`src/rtl/ddr_mon_pkg.sv`:
```
package ddr_mon_pkg;
    localparam int CMD_W = 14;

    typedef enum logic [3:0] {
        C_NOP      = 4'd0,
        C_MRS      = 4'd1,
        C_EMRS     = 4'd2,
        C_REF      = 4'd3,
        C_SREF_IN  = 4'd4,
        C_SREF_OUT = 4'd5,
        C_ACT      = 4'd6,
        C_RD       = 4'd7,
        C_WR       = 4'd8,
        C_BST      = 4'd9,
        C_PRE      = 4'd10,
        C_PD_IN    = 4'd11,
        C_PD_OUT   = 4'd12,
        C_CKE_ERR  = 4'd13
    } cmd_e;

    typedef enum logic [1:0] {
        PW_RUN  = 2'd0,
        PW_PPD  = 2'd1,
        PW_APD  = 2'd2,
        PW_SREF = 2'd3
    } pwr_e;
endpackage

```
`src/rtl/ddr_cmd_decode.sv`:
```
module ddr_cmd_decode
    import ddr_mon_pkg::*;
(
    input  logic cke_prev_i,
    input  logic cke_i,
    input  logic cs_n_i,
    input  logic ras_n_i,
    input  logic cas_n_i,
    input  logic we_n_i,
    input  logic ba0_i,
    input  logic in_sref_i,
    output cmd_e cmd_o
);
    logic [2:0] strobes;
    logic       quiet;

    always_comb begin
        strobes = {ras_n_i, cas_n_i, we_n_i};
        quiet   = cs_n_i || (strobes == 3'b111);
        cmd_o   = C_NOP;
        case ({cke_prev_i, cke_i})
            2'b00: cmd_o = C_NOP;
            2'b01: cmd_o = in_sref_i ? C_SREF_OUT : C_PD_OUT;
            2'b10: begin
                if (quiet)                   cmd_o = C_PD_IN;
                else if (strobes == 3'b001)  cmd_o = C_SREF_IN;
                else                         cmd_o = C_CKE_ERR;
            end
            default: begin
                if (!quiet) begin
                    case (strobes)
                        3'b000:  cmd_o = ba0_i ? C_EMRS : C_MRS;
                        3'b001:  cmd_o = C_REF;
                        3'b011:  cmd_o = C_ACT;
                        3'b101:  cmd_o = C_RD;
                        3'b100:  cmd_o = C_WR;
                        3'b110:  cmd_o = C_BST;
                        3'b010:  cmd_o = C_PRE;
                        default: cmd_o = C_NOP;
                    endcase
                end
            end
        endcase
    end
endmodule

```
`src/rtl/ddr_rule_check.sv`:
```
module ddr_rule_check
    import ddr_mon_pkg::*;
#(
    parameter int BANK_W = 2,
    localparam int NB = 1 << BANK_W
) (
    input  cmd_e              cmd_i,
    input  logic [BANK_W-1:0] bank_i,
    input  logic [NB-1:0]     open_i,
    input  logic              mrs_busy_i,
    input  logic              wap_busy_i,
    output logic              viol_o
);
    logic any_open;
    logic tgt_open;

    always_comb begin
        any_open = |open_i;
        tgt_open = open_i[bank_i];
        viol_o   = 1'b0;
        if (mrs_busy_i && (cmd_i != C_NOP)) viol_o = 1'b1;
        case (cmd_i)
            C_MRS, C_EMRS, C_REF, C_SREF_IN: if (any_open) viol_o = 1'b1;
            C_ACT:       if (tgt_open) viol_o = 1'b1;
            C_RD, C_WR:  if (!tgt_open || wap_busy_i) viol_o = 1'b1;
            C_CKE_ERR:   viol_o = 1'b1;
            default: ;
        endcase
    end
endmodule

```
`src/rtl/ddr_bank_next.sv`:
```
module ddr_bank_next
    import ddr_mon_pkg::*;
#(
    parameter int BANK_W = 2,
    localparam int NB = 1 << BANK_W
) (
    input  logic [NB-1:0]     open_q_i,
    input  cmd_e              cmd_i,
    input  logic [BANK_W-1:0] bank_i,
    input  logic              a10_i,
    input  logic              viol_i,
    input  logic              wap_done_i,
    input  logic [BANK_W-1:0] wap_bank_i,
    output logic [NB-1:0]     open_d_o
);
    for (genvar b = 0; b < NB; b++) begin : g_bank
        logic hit;
        logic nxt;
        assign hit = (bank_i == BANK_W'(b));
        always_comb begin
            nxt = open_q_i[b];
            if (wap_done_i && (wap_bank_i == BANK_W'(b))) nxt = 1'b0;
            if (!viol_i) begin
                case (cmd_i)
                    C_ACT:   if (hit) nxt = 1'b1;
                    C_PRE:   if (a10_i || hit) nxt = 1'b0;
                    C_RD:    if (a10_i && hit) nxt = 1'b0;
                    default: ;
                endcase
            end
        end
        assign open_d_o[b] = nxt;
    end
endmodule

```
`src/rtl/ddr_cmd_monitor.sv`:
```
module ddr_cmd_monitor
    import ddr_mon_pkg::*;
#(
    parameter int BANK_W    = 2,
    parameter int BURST_LEN = 4,
    parameter int MRS_GAP   = 2,
    localparam int NB       = 1 << BANK_W
) (
    input  logic              clk,
    input  logic              rst_n,
    input  logic              cke_prev_i,
    input  logic              cke_i,
    input  logic              cs_n_i,
    input  logic              ras_n_i,
    input  logic              cas_n_i,
    input  logic              we_n_i,
    input  logic [BANK_W-1:0] ba_i,
    input  logic              a10_i,
    output logic [CMD_W-1:0]  cmd_o,
    output logic [BANK_W-1:0] bank_o,
    output logic              ap_o,
    output logic              viol_o,
    output logic [NB-1:0]     open_o,
    output logic [1:0]        pwr_o
);
    localparam int WAP_CYC = BURST_LEN / 2;
    localparam int MW      = $clog2(MRS_GAP + 1);
    localparam int WW      = $clog2(WAP_CYC + 1);

    typedef struct packed {
        cmd_e              cmd;
        logic [BANK_W-1:0] bank;
        logic              ap;
        logic              viol;
        logic [NB-1:0]     open;
        pwr_e              pwr;
        logic [MW-1:0]     mrs_cnt;
        logic [WW-1:0]     wap_cnt;
        logic [BANK_W-1:0] wap_bank;
    } mon_state_t;

    mon_state_t st_d, st_q;
    cmd_e          cmd_now;
    logic          viol_now;
    logic          wap_done;
    logic [NB-1:0] open_nxt;

    ddr_cmd_decode u_decode (
        .cke_prev_i (cke_prev_i),
        .cke_i      (cke_i),
        .cs_n_i     (cs_n_i),
        .ras_n_i    (ras_n_i),
        .cas_n_i    (cas_n_i),
        .we_n_i     (we_n_i),
        .ba0_i      (ba_i[0]),
        .in_sref_i  (st_q.pwr == PW_SREF),
        .cmd_o      (cmd_now)
    );

    ddr_rule_check #(.BANK_W(BANK_W)) u_rules (
        .cmd_i      (cmd_now),
        .bank_i     (ba_i),
        .open_i     (st_q.open),
        .mrs_busy_i (st_q.mrs_cnt != '0),
        .wap_busy_i (st_q.wap_cnt != '0),
        .viol_o     (viol_now)
    );

    assign wap_done = (st_q.wap_cnt == WW'(1));

    ddr_bank_next #(.BANK_W(BANK_W)) u_banks (
        .open_q_i   (st_q.open),
        .cmd_i      (cmd_now),
        .bank_i     (ba_i),
        .a10_i      (a10_i),
        .viol_i     (viol_now),
        .wap_done_i (wap_done),
        .wap_bank_i (st_q.wap_bank),
        .open_d_o   (open_nxt)
    );

    always_comb begin
        st_d      = st_q;
        st_d.cmd  = cmd_now;
        st_d.bank = ba_i;
        st_d.ap   = a10_i && ((cmd_now == C_RD) || (cmd_now == C_WR) || (cmd_now == C_PRE));
        st_d.viol = viol_now;
        st_d.open = open_nxt;
        if (st_q.mrs_cnt != '0) st_d.mrs_cnt = st_q.mrs_cnt - 1'b1;
        if (st_q.wap_cnt != '0) st_d.wap_cnt = st_q.wap_cnt - 1'b1;
        if (!viol_now) begin
            case (cmd_now)
                C_MRS, C_EMRS: st_d.mrs_cnt = MW'(MRS_GAP);
                C_WR: begin
                    if (a10_i) begin
                        st_d.wap_cnt  = WW'(WAP_CYC);
                        st_d.wap_bank = ba_i;
                    end
                end
                C_SREF_IN:             st_d.pwr = PW_SREF;
                C_PD_IN:               st_d.pwr = (|st_q.open) ? PW_APD : PW_PPD;
                C_SREF_OUT, C_PD_OUT:  st_d.pwr = PW_RUN;
                default: ;
            endcase
        end
    end

    always_ff @(posedge clk or negedge rst_n) begin
        if (!rst_n) begin
            st_q <= '{cmd: C_NOP, bank: '0, ap: 1'b0, viol: 1'b0, open: '0,
                      pwr: PW_RUN, mrs_cnt: '0, wap_cnt: '0, wap_bank: '0};
        end else begin
            st_q <= st_d;
        end
    end

    assign cmd_o  = CMD_W'(1) << st_q.cmd;
    assign bank_o = st_q.bank;
    assign ap_o   = st_q.ap;
    assign viol_o = st_q.viol;
    assign open_o = st_q.open;
    assign pwr_o  = st_q.pwr;
endmodule

```
`config.mk`:
```
export PLATFORM = sky130hd
export DESIGN_NAME = ddr_cmd_monitor
export DESIGN_NICKNAME = d
export VERILOG_FILES = /design/src/rtl/ddr_mon_pkg.sv /design/src/rtl/ddr_cmd_decode.sv /design/src/rtl/ddr_rule_check.sv /design/src/rtl/ddr_bank_next.sv /design/src/rtl/ddr_cmd_monitor.sv
export SDC_FILE = /design/constraint.sdc
export NUM_CORES = 1
export LEC_CHECK = 0
export BUFFER_PORTS_ARGS = -buffer_cell sky130_fd_sc_hd__buf_2
export CORE_ASPECT_RATIO = 0.9
export CORE_UTILIZATION = 48
export DETAILED_ROUTE_END_ITERATION = 12
export GPL_ROUTABILITY_DRIVEN = 0
export HOLD_SLACK_MARGIN = 0.03
export PLACE_DENSITY = 0.88
export SETUP_SLACK_MARGIN = 0.05
export SYNTH_ARGS = -nofsm -noshare
export SYNTH_HDL_FRONTEND = slang
export SYNTH_SLANG_ARGS = --single-unit
export TNS_END_PERCENT = 20
```
`constraint.sdc`:
```
create_clock -name clk -period 2.5 [get_ports clk]
set_input_delay 0.25 -clock clk [delete_from_list [all_inputs] [get_ports clk]]
set_output_delay 0.25 -clock clk [all_outputs]
set_load 0.02 [all_outputs]
```
## Word level (Yosys, flattened, before mapping)

Cells that the tools add are included.

- $add $sub $neg: 2
- Magnitude comparators: 1
- Equal/unequal tests: 29
- Shift operators: 1
- Mux-type cells: 46
- Bitwise gates (word level): 1
- Reduce and logical (&&, ||, !) cells: 34

Operators by type and width:

| kind | count |
|---|---|
| case mux 4 bit (7 select lines) | 1 |
| two-way mux 1 bit | 25 |
| two-way mux 4 bit | 6 |
| == test 4 bit (second input constant) | 5 |
| == test 4 x 3 -> 1 bit (second input constant) | 4 |
| << shifter 1 x 4 -> 14 bit (first input constant) | 1 |
| == test 2 bit (second input constant) | 6 |
| == test 3 bit (second input constant) | 4 |
| case mux 1 bit (3 select lines) | 4 |
| case mux 4 bit (3 select lines) | 1 |
| logical AND 1 bit | 10 |
| two-way mux 2 bit | 5 |
| == test 2 x 1 -> 1 bit (second input constant) | 4 |
| == test 4 x 2 -> 1 bit (second input constant) | 2 |
| logical OR 1 bit | 8 |
| OR reduction 4 bit | 2 |
| == test 3 x 2 -> 1 bit (second input constant) | 2 |
| zero test 2 bit | 3 |
| two-way mux 6 bit | 1 |
| case mux 2 bit (3 select lines) | 1 |
| OR reduction 2 bit | 3 |
| == test 4 x 1 -> 1 bit (second input constant) | 1 |
| case mux 1 bit (4 select lines) | 1 |
| nonzero test 2 bit | 2 |
| 11 further kinds | 12 |

- Register bits: 20
- Input bits: 11
- Output and inout bits: 24
- Logic and storage cells: 123

## Logic depth before layout (Yosys ltp)

Gate-level depths: netlist (run 1).

- Depth in word-level cells: 11
- Gate-level depth with buffers: 10
- Mapped depth without buffers: 8

## Cells and area by module

A second synthesis (run 1) with hierarchy kept.

- Cells, all modules: 156
- Area, all modules: 1,440.1 um^2

Modules (own cells, without submodules):

| module | times used | cells each | area an instance (um^2) | sequential area each (um^2) |
|---|---|---|---|---|
| ddr_cmd_monitor | 1 | 78 | 887.1 | 500.5 |
| ddr_bank_next | 1 | 35 | 250.2 | 0.0 |
| ddr_cmd_decode | 1 | 25 | 170.2 | 0.0 |
| ddr_rule_check | 1 | 18 | 132.6 | 0.0 |

## Worst setup path before layout (run 1)

No wires, ideal clock.

- Path kind: input to register
- From: input port we_n_i
- To: register st_q[5] in the netlist's numbering
- Setup time: 0.122 ns
- Arrival time: 2.289 ns
- Required time: 2.378 ns
- Slack: 0.090 ns
- Cell stages on the path: 8
- Buffers on the path: 2
- Cells stage by stage: buf_2 or4_1 and3_1 buf_6 or4_4 a31oi_4 nor3_2 a32o_1

RTL lines:

| element | RTL line | source |
|---|---|---|
| start: declaration | ddr_cmd_monitor.sv:16 | `input logic we_n_i,` |
| end signal: assignment | ddr_cmd_monitor.sv:110 | `st_q <= '{cmd: C_NOP, bank: '0, ap: 1'b0, viol: 1'b0, open: '0,` |
| end signal: assignment | ddr_cmd_monitor.sv:113 | `st_q <= st_d;` |
| end: declaration | ddr_cmd_monitor.sv:42 | `mon_state_t st_d, st_q;` |

==> results of run 1 <==
-- layout make-up --
type	count	area, um^2	area share (%)
clock buffers	3	22.52	1.300
clock inverters	1	30.03	1.733
inverters	9	33.78	1.949
multi-input cells	116	780.7	45.05
flip-flops and latches	20	500.5	28.88
well taps	40	50.05	2.888
repair buffers	53	315.3	18.19
-- final timing paths --
check	startpoint	endpoint	slack [ns]	cells after the start
max	open_o[2]	open_o[2]	0.14	6
min	ba_i[1]	bank_o[1]	0.20	2
max reg2reg	open_o[2]	open_o[2]	0.14	6
min reg2reg	st_q[4]	st_q[4]	0.46	1
max in group asynchronous	rst_n	ap_o	1.79	2
min in group asynchronous	rst_n	open_o[0]	0.41	2
-- timing repair --
item / in CTS / in global routing
setup buffers: 0 / 1
endpoints found under the hold margin: 20 / 0
setup endpoints to repair: 0 / 1
hold buffers: 1 / 0
-- placed cells by master, fill, tap and decap left out, types with 3 or more instances in the layout --
cell type / count
a21o_1: 4
a21oi_1: 3
a2bb2oi_1: 3
a31oi_1: 3
buf_2: 34
buf_4: 18
clkbuf_4: 3
dfrtp_1: 20
inv_1: 7
nand2_1: 13
nand2b_1: 5
nand4_1: 4
nor2_1: 17
nor2b_1: 3
nor3_1: 10
nor3b_1: 3
nor4_1: 4
o21a_1: 3
-- power groups by stage --
stage / sequential (mW) / clock (mW) / combinational [mW]
detailed placement: 0.509 / 0 / 0.684
CTS: 0.503 / 0.271 / 0.690
floorplan: 0.497 / 0 / 0.508
global placement: 0.501 / 0 / 0.671
global route: 0.516 / 0.279 / 0.756
finish: 0.501 / 0.265 / 0.699
-- per-stage QoR --
step	total power, mW	setup TNS, ns
global route	1.551	0
global placement	1.172	0
CTS	1.463	0
finish	1.465	0
floorplan	1.004	0
detailed placement	1.193	-0.004593
-- kinds of logic (layout without fill, tap and decap cells) --
family / Yosys count / in the layout / share of synthesized area (%)
compound gates: 38 / 38 / 22.25
xor+xnor: 2 / 2 / 1.241
buf+inv: 23 / 66 / 9.220
flops: 20 / 20 / 35.46
mux: 3 / 3 / 3.458
simple gates: 73 / 73 / 28.37
-- registers in the layout, indices dropped and copies added, names as in the netlist --
name	count
ap_o	1
bank_o	2
open_o	4
pwr_o	2
st_q	10
viol_o	1
-- routing by layer --
metal | up-vias | track usage [%] | wire length [um]
met2 | 48 | 34.85 | 1405
met3 | 6 | 4.645 | 193
li1 | 671 | - | -
met1 | 617 | 27.51 | 1489
met4 | 0 | 7.143 | 47
met5 | - | 0 | 0
==> summary by stage, run 1 <==
Synth
The total number of yosys warnings is 0. The number of register bits inferred by synthesis is 20. A synthesized cell averages 8.876 um^2. Among all flip-flop cells after synthesis, the most frequent one is dfrtp_1. The most instantiated library cell after synthesis is dfrtp_1. Of all flip-flops after synthesis, the portion carrying an async set or reset was 100.0%. After synthesis, the cell types taking the most area are dfrtp_1 (35%), nor2_1 (4.5%), buf_4 (4.3%). Yosys mapped a number of flops with a built-in enable equal to 0. The commonest cells after synthesis are dfrtp_1 (20), nor2_1 (17), nand2_1 (13), nor3_1 (10), buf_4 (8). Synthesis instantiated 51 different standard cells from the library. The post-synthesis cell area is 1411 um^2.

In this run the biggest area consumer among cell types represents 35.46% of the synthesized area. Sequential cells were found to cover 35.46% of the synthesized design area. The gate count after technology mapping is 159. Synthesis produced a netlist with a net count of 170. Of all cell types, the one taking the most synthesized area is dfrtp_1.

Global routing
Global routing consumed, over all layers together, 21.20% of the routing resources. The first global-routing pass estimated 4836 um of wire. Global routing finished with a remaining overflow of 0.

The maximum number of pins on one net before global-route repair is 21. The number of antenna violations at the first check in global routing is 0. The via count of the first global-routing pass was 1100.

Floorplanning
From bottom edge to top edge, the die measures 53.44 um. The total area inside the core boundary comes to 2770 um^2. Once the floorplan was initialized, standard cells occupied 50.95% of the core. The number of placed I/O pins is 35.

In this run the core area contains 18 standard-cell rows. The floorplan die width is 59.16 um. The die covers 3161 um^2.

Timing
The count of final setup violators is 0. After layout, the worst path uses 94.48% of the clock period. The hold slack is 0.1954 ns.

The clock tree skew after final layout is 0.003480 ns. The max-slew violation count is 0. The worst slew margin relative to its limit is 64.61%. The minimum period implied by the final worst setup slack is 2.362 ns. Setup repair after global routing left no endpoint under its margin. The slew at the pin closest to its max-slew limit is 0.5288 ns. The least setup slack across all paths after layout is 0.1380 ns. The number of hold violations in the final report is 0. The achievable clock frequency is 423.4 MHz.

Power and ir drop
The internal portion of the total power is 0.8965 mW. The cell area power density is 845.6 nW/um^2. Across the VDD grid, the largest voltage drop is 0.0005059 V. Combinational logic burns 47.7% of the power. For this design the static power due to leakage is 0.8618 nW. The share of total power dissipated in sequential elements is 34.2%. The net switching component of the power is 0.5688 mW. The clock network fraction of total power is 18.1%. The switching share of power is 38.82%.

Worst setup path
The largest driver fanout on the critical path is 5. The type of element capturing the critical path is a flop. Among all stages on the critical path, the largest delay is contributed by or4_4.

The critical path startpoint category is a flop. Data on the critical path is required at its endpoint by 2.71 ns. Grouping stages by cell kind, the critical path spends the most delay in simple AND/OR/NAND/NOR gates.

The arrival time of the worst setup path is 2.57 ns. Traced cell by cell, the critical path runs through mux4_1, buf_4, a31oi_1, o32ai_1, or4_4, a211o_1. For this run, the slowest stage of the critical path takes 0.56 ns. The start-to-end type of the worst setup path is reg -> reg. The buffers plus inverters on the worst setup path is 1.

Place
Once placement completed, the tool counted placed cells totaling 236. Port buffering added 34 buffers. The total placed instance area is 1663 um^2.

Detailed placement ended at an HPWL of 2451 um. The worst slack at placement is -0.004593 ns.

Clocking
The number of clock sinks seen by CTS is 20. The maximum level of the CTS H-tree is 1. The later pin in the worst-skew pair is clocked with a latency of 0.31 ns.

The CTS tree is done. Once the clock tree was built, the resizer swapped 0 gates to a different size. The post-CTS clock slew at the launch and capture registers of the worst setup and hold paths is 0.11 ns. The maximum buffer depth of the clock tree is 2. CTS placed an instance of clkbuf_4 at the clock tree root.

The number of clock buffers inserted by TritonCTS is 3.

Routing
The via density per instance is 5.545. The routed wire length per instance is 12.96 um. Wires add up to 3136 um.

Once detail routing completed, the nets flagged for antenna violations numbered 0. The detailed-router iteration count before antenna repair is 4. For this block, the via count after detailed routing is 1342.

The detailed router's first-iteration violation count is 63. The detailed-route DRC error count is 0.

Final layout
The end-of-flow core utilization is 62.56%. Counting the fill cells in the layout gives 250. 0 antenna diodes ended up in the layout. Excluding fillers, the count of instances in the completed layout stands at 242. The layout net count is 214. The growth of design area from synthesis to finish is 22.78%. The ratio of cells with drive above 1 in the final layout is 33.17%. The cell area after layout is 1733 um^2.

Run
The number of max-cap violations is 0.

Outcome
The flow ran to the end, and the final reports show no timing, DRC or antenna violations.

Min path
The tightest min-delay check is of the in -> reg type.
(Power assumes the default switching activity.)
==> inputs of run 2 (changes only) <==
--- a/config.mk
+++ b/config.mk
@@ -7,12 +7,12 @@
 export LEC_CHECK = 0
 export BUFFER_PORTS_ARGS = -buffer_cell sky130_fd_sc_hd__buf_2
 export CORE_ASPECT_RATIO = 0.9
-export CORE_UTILIZATION = 48
+export CORE_UTILIZATION = 53
 export DETAILED_ROUTE_END_ITERATION = 12
 export GPL_ROUTABILITY_DRIVEN = 0
 export HOLD_SLACK_MARGIN = 0.03
-export PLACE_DENSITY = 0.88
-export SETUP_SLACK_MARGIN = 0.05
+export PLACE_DENSITY = 0.91
+export SETUP_SLACK_MARGIN = 0.3
 export SYNTH_ARGS = -nofsm -noshare
 export SYNTH_HDL_FRONTEND = slang
 export SYNTH_SLANG_ARGS = --single-unit
==> constraint.sdc (replaced) <==
create_clock -name clk -period 2.3 [get_ports clk]
set_input_delay 0.23 -clock clk [delete_from_list [all_inputs] [get_ports clk]]
set_output_delay 0.23 -clock clk [all_outputs]
set_load 0.02 [all_outputs]
==> summary by stage, run 2 (synthesis results as in run 1) <==
Worst setup path
STA puts the critical path data arrival time at 2.56 ns. The depth of the worst register-to-register path is 7. The worst setup path is launched from a flop.

The largest driver fanout on the critical path is 3. The worst setup path is captured at a flop. At the worst endpoint, the required time is 2.51 ns. The start-to-end type of the worst setup path is reg -> reg.

Clocking
Clock-pin slew was measured on the worst setup and hold paths at 0.11 ns. The clock passes through at most 2 buffers. Clock tree synthesis inserted a total of 3 buffers. The maximum level of the CTS H-tree is 1. TritonCTS built the clock tree. In this run the clock root is driven by a clkbuf_4. The later pin in the worst-skew pair is clocked with a latency of 0.31 ns. The clock drives 20 sinks.

Power and ir drop
The cell leakage power is 0.9752 nW. The worst-case IR drop observed on VDD is 0.0007539 V. The total design power is 1.808 mW. For this design the ratio of total power to cell area is 929.6 nW/um^2.

Timing
The number of hold violations in the final report is 0. The minimum period implied by the final worst setup slack is 2.344 ns. The worst slew margin relative to its limit is 65.46%. The setup TNS is -0.05258 ns.

The slew at the pin closest to its max-slew limit is 0.5133 ns. Setup violations remaining at the end of the flow were counted as 3. The hold slack is 0.1086 ns. The achievable clock frequency is 426.5 MHz.

Setup repair after global routing could not meet its margin everywhere. The clock tree skew after final layout is 0.004754 ns. The final critical path takes up 101.9% of the cycle.

The least setup slack across all paths after layout is -0.04446 ns. The max-slew violation count is 0.

Place
The count of buffers added on input and output ports is 34. The placed instances occupy a cell area of 1790 um^2. The worst slack at placement is -0.1803 ns. Summed over all nets, the half-perimeter wirelength after detailed placement is 2910 um. The cell total after placement is 242.

Floorplanning
From bottom edge to top edge, the die measures 50.96 um. The total die area is 2874 um^2. The standard-cell row count is 17. The number of placed I/O pins is 35. The total area inside the core boundary comes to 2489 um^2.

The die is 56.40 um wide. Once the floorplan was initialized, standard cells occupied 56.71% of the core.

Final layout
The finished cells cover 1944 um^2. In the layout the commonest cells are buf_4 (37), buf_2 (34), dfrtp_1 (20). Relative to the synthesized area, the layout overhead comes to 37.77%.

The leading cell type in the layout, fill and taps excluded is buf_4. The register with the most flip-flops in the layout has 10 of them. The ratio of cells with drive above 1 in the final layout is 44.59%.

More flip-flops sit in one register than any other, and that register is st_q. The repair_antennas step left the layout with diodes totalling 0. The layout net count is 234. Excluding fillers, the count of instances in the completed layout stands at 250.

The end-of-flow core utilization is 78.13%.

Global routing
The maximum number of pins on one net before global-route repair is 21. The remaining global-route overflow is 0. The via count of the first global-routing pass came to 1420. The number of antenna violations at the first check in global routing is 0. Across every metal layer, demand over resource in global routing totals 28.24%. The first-pass GRT wire length is 6216 um.

Routing
The detailed-router iteration count before antenna repair is 4. The count of nets left with antenna violations after detail routing is 0. For this run, design rule violations remaining after detail routing come to 0. The total number of vias is 1584. In the final routed layout, each cell accounts on average for 17.21 um. After detailed routing, the number of vias per cell comes to 6.336. The detailed router's first-iteration violation count is 71.

The wire length after detailed routing is 4303 um.

Outcome
The final reports fail on negative setup slack. The flow ran to the end, but the final reports show violations.

Min path
The cell depth of the worst min-delay path is 1. In this run the worst hold path is classified as in -> reg.

Run
The number of max-cap violations is 0.
## run 2: changes by cell type in the layout (fill, tap and decap cells not counted), moves of 2 or more
cell	change
mux2_4	+2
buf_4	+19
mux2_2	-2
nor3_4	+2
nor4_1	-2
## run 2: metal layers
| metal | GRT usage, % | up-vias | wire, um |
|---|---|---|---|
| met5 | 0 | - | 0 |
| met4 | 15.85 | 0 | 278 |
| met3 | 7.342 | 33 | 306 |
| met2 | 49.21 | 109 | 2104 |
| met1 | 31.66 | 734 | 1613 |
| li1 | - | 708 | - |
## run 2: critical path, stage by stage (launching register included)
cell and delay (ns):
dfrtp_1 0.40, or4_1 0.59, o41ai_2 0.11, o31ai_2 0.13, a41oi_2 0.23, a21oi_2 0.07, or4_4 0.44, a211o_1 0.27
## run 2: power breakdown
group / internal (mW) / switching (mW)
sequential: 0.449 / 0.0880
combinational: 0.511 / 0.554
clock: 0.0970 / 0.109
total: 1.06 / 0.751
## run 2: cell type report
| class | instances | area [um^2] |
|---|---|---|
| multi-input cells | 116 | 865.8 |
| flip-flops and latches | 20 | 500.5 |
| fillers | 153 | 544.3 |
| clock buffers | 4 | 36.28 |
| repair buffers | 73 | 469.2 |
| inverters | 9 | 37.54 |
| well taps | 28 | 35.03 |
## run 2: worst paths after layout
path                            from   endpoint  slack, ns
setup / recovery           open_o[3]  open_o[2]      -0.04
hold / removal               ba_i[0]  bank_o[0]       0.11
setup reg to reg           open_o[3]  open_o[2]      -0.04
hold reg to reg              st_q[4]    st_q[4]       0.46
max in group asynchronous      rst_n     viol_o       1.62
min in group asynchronous      rst_n    st_q[0]       0.37
## run 2: repair_timing
item	CTS	global route
hold buffers	1	0
setup endpoints to repair	11	10
setup buffers	2	1
pin swaps	5	3
resized for setup	7	10
hold endpoints to repair	20	0
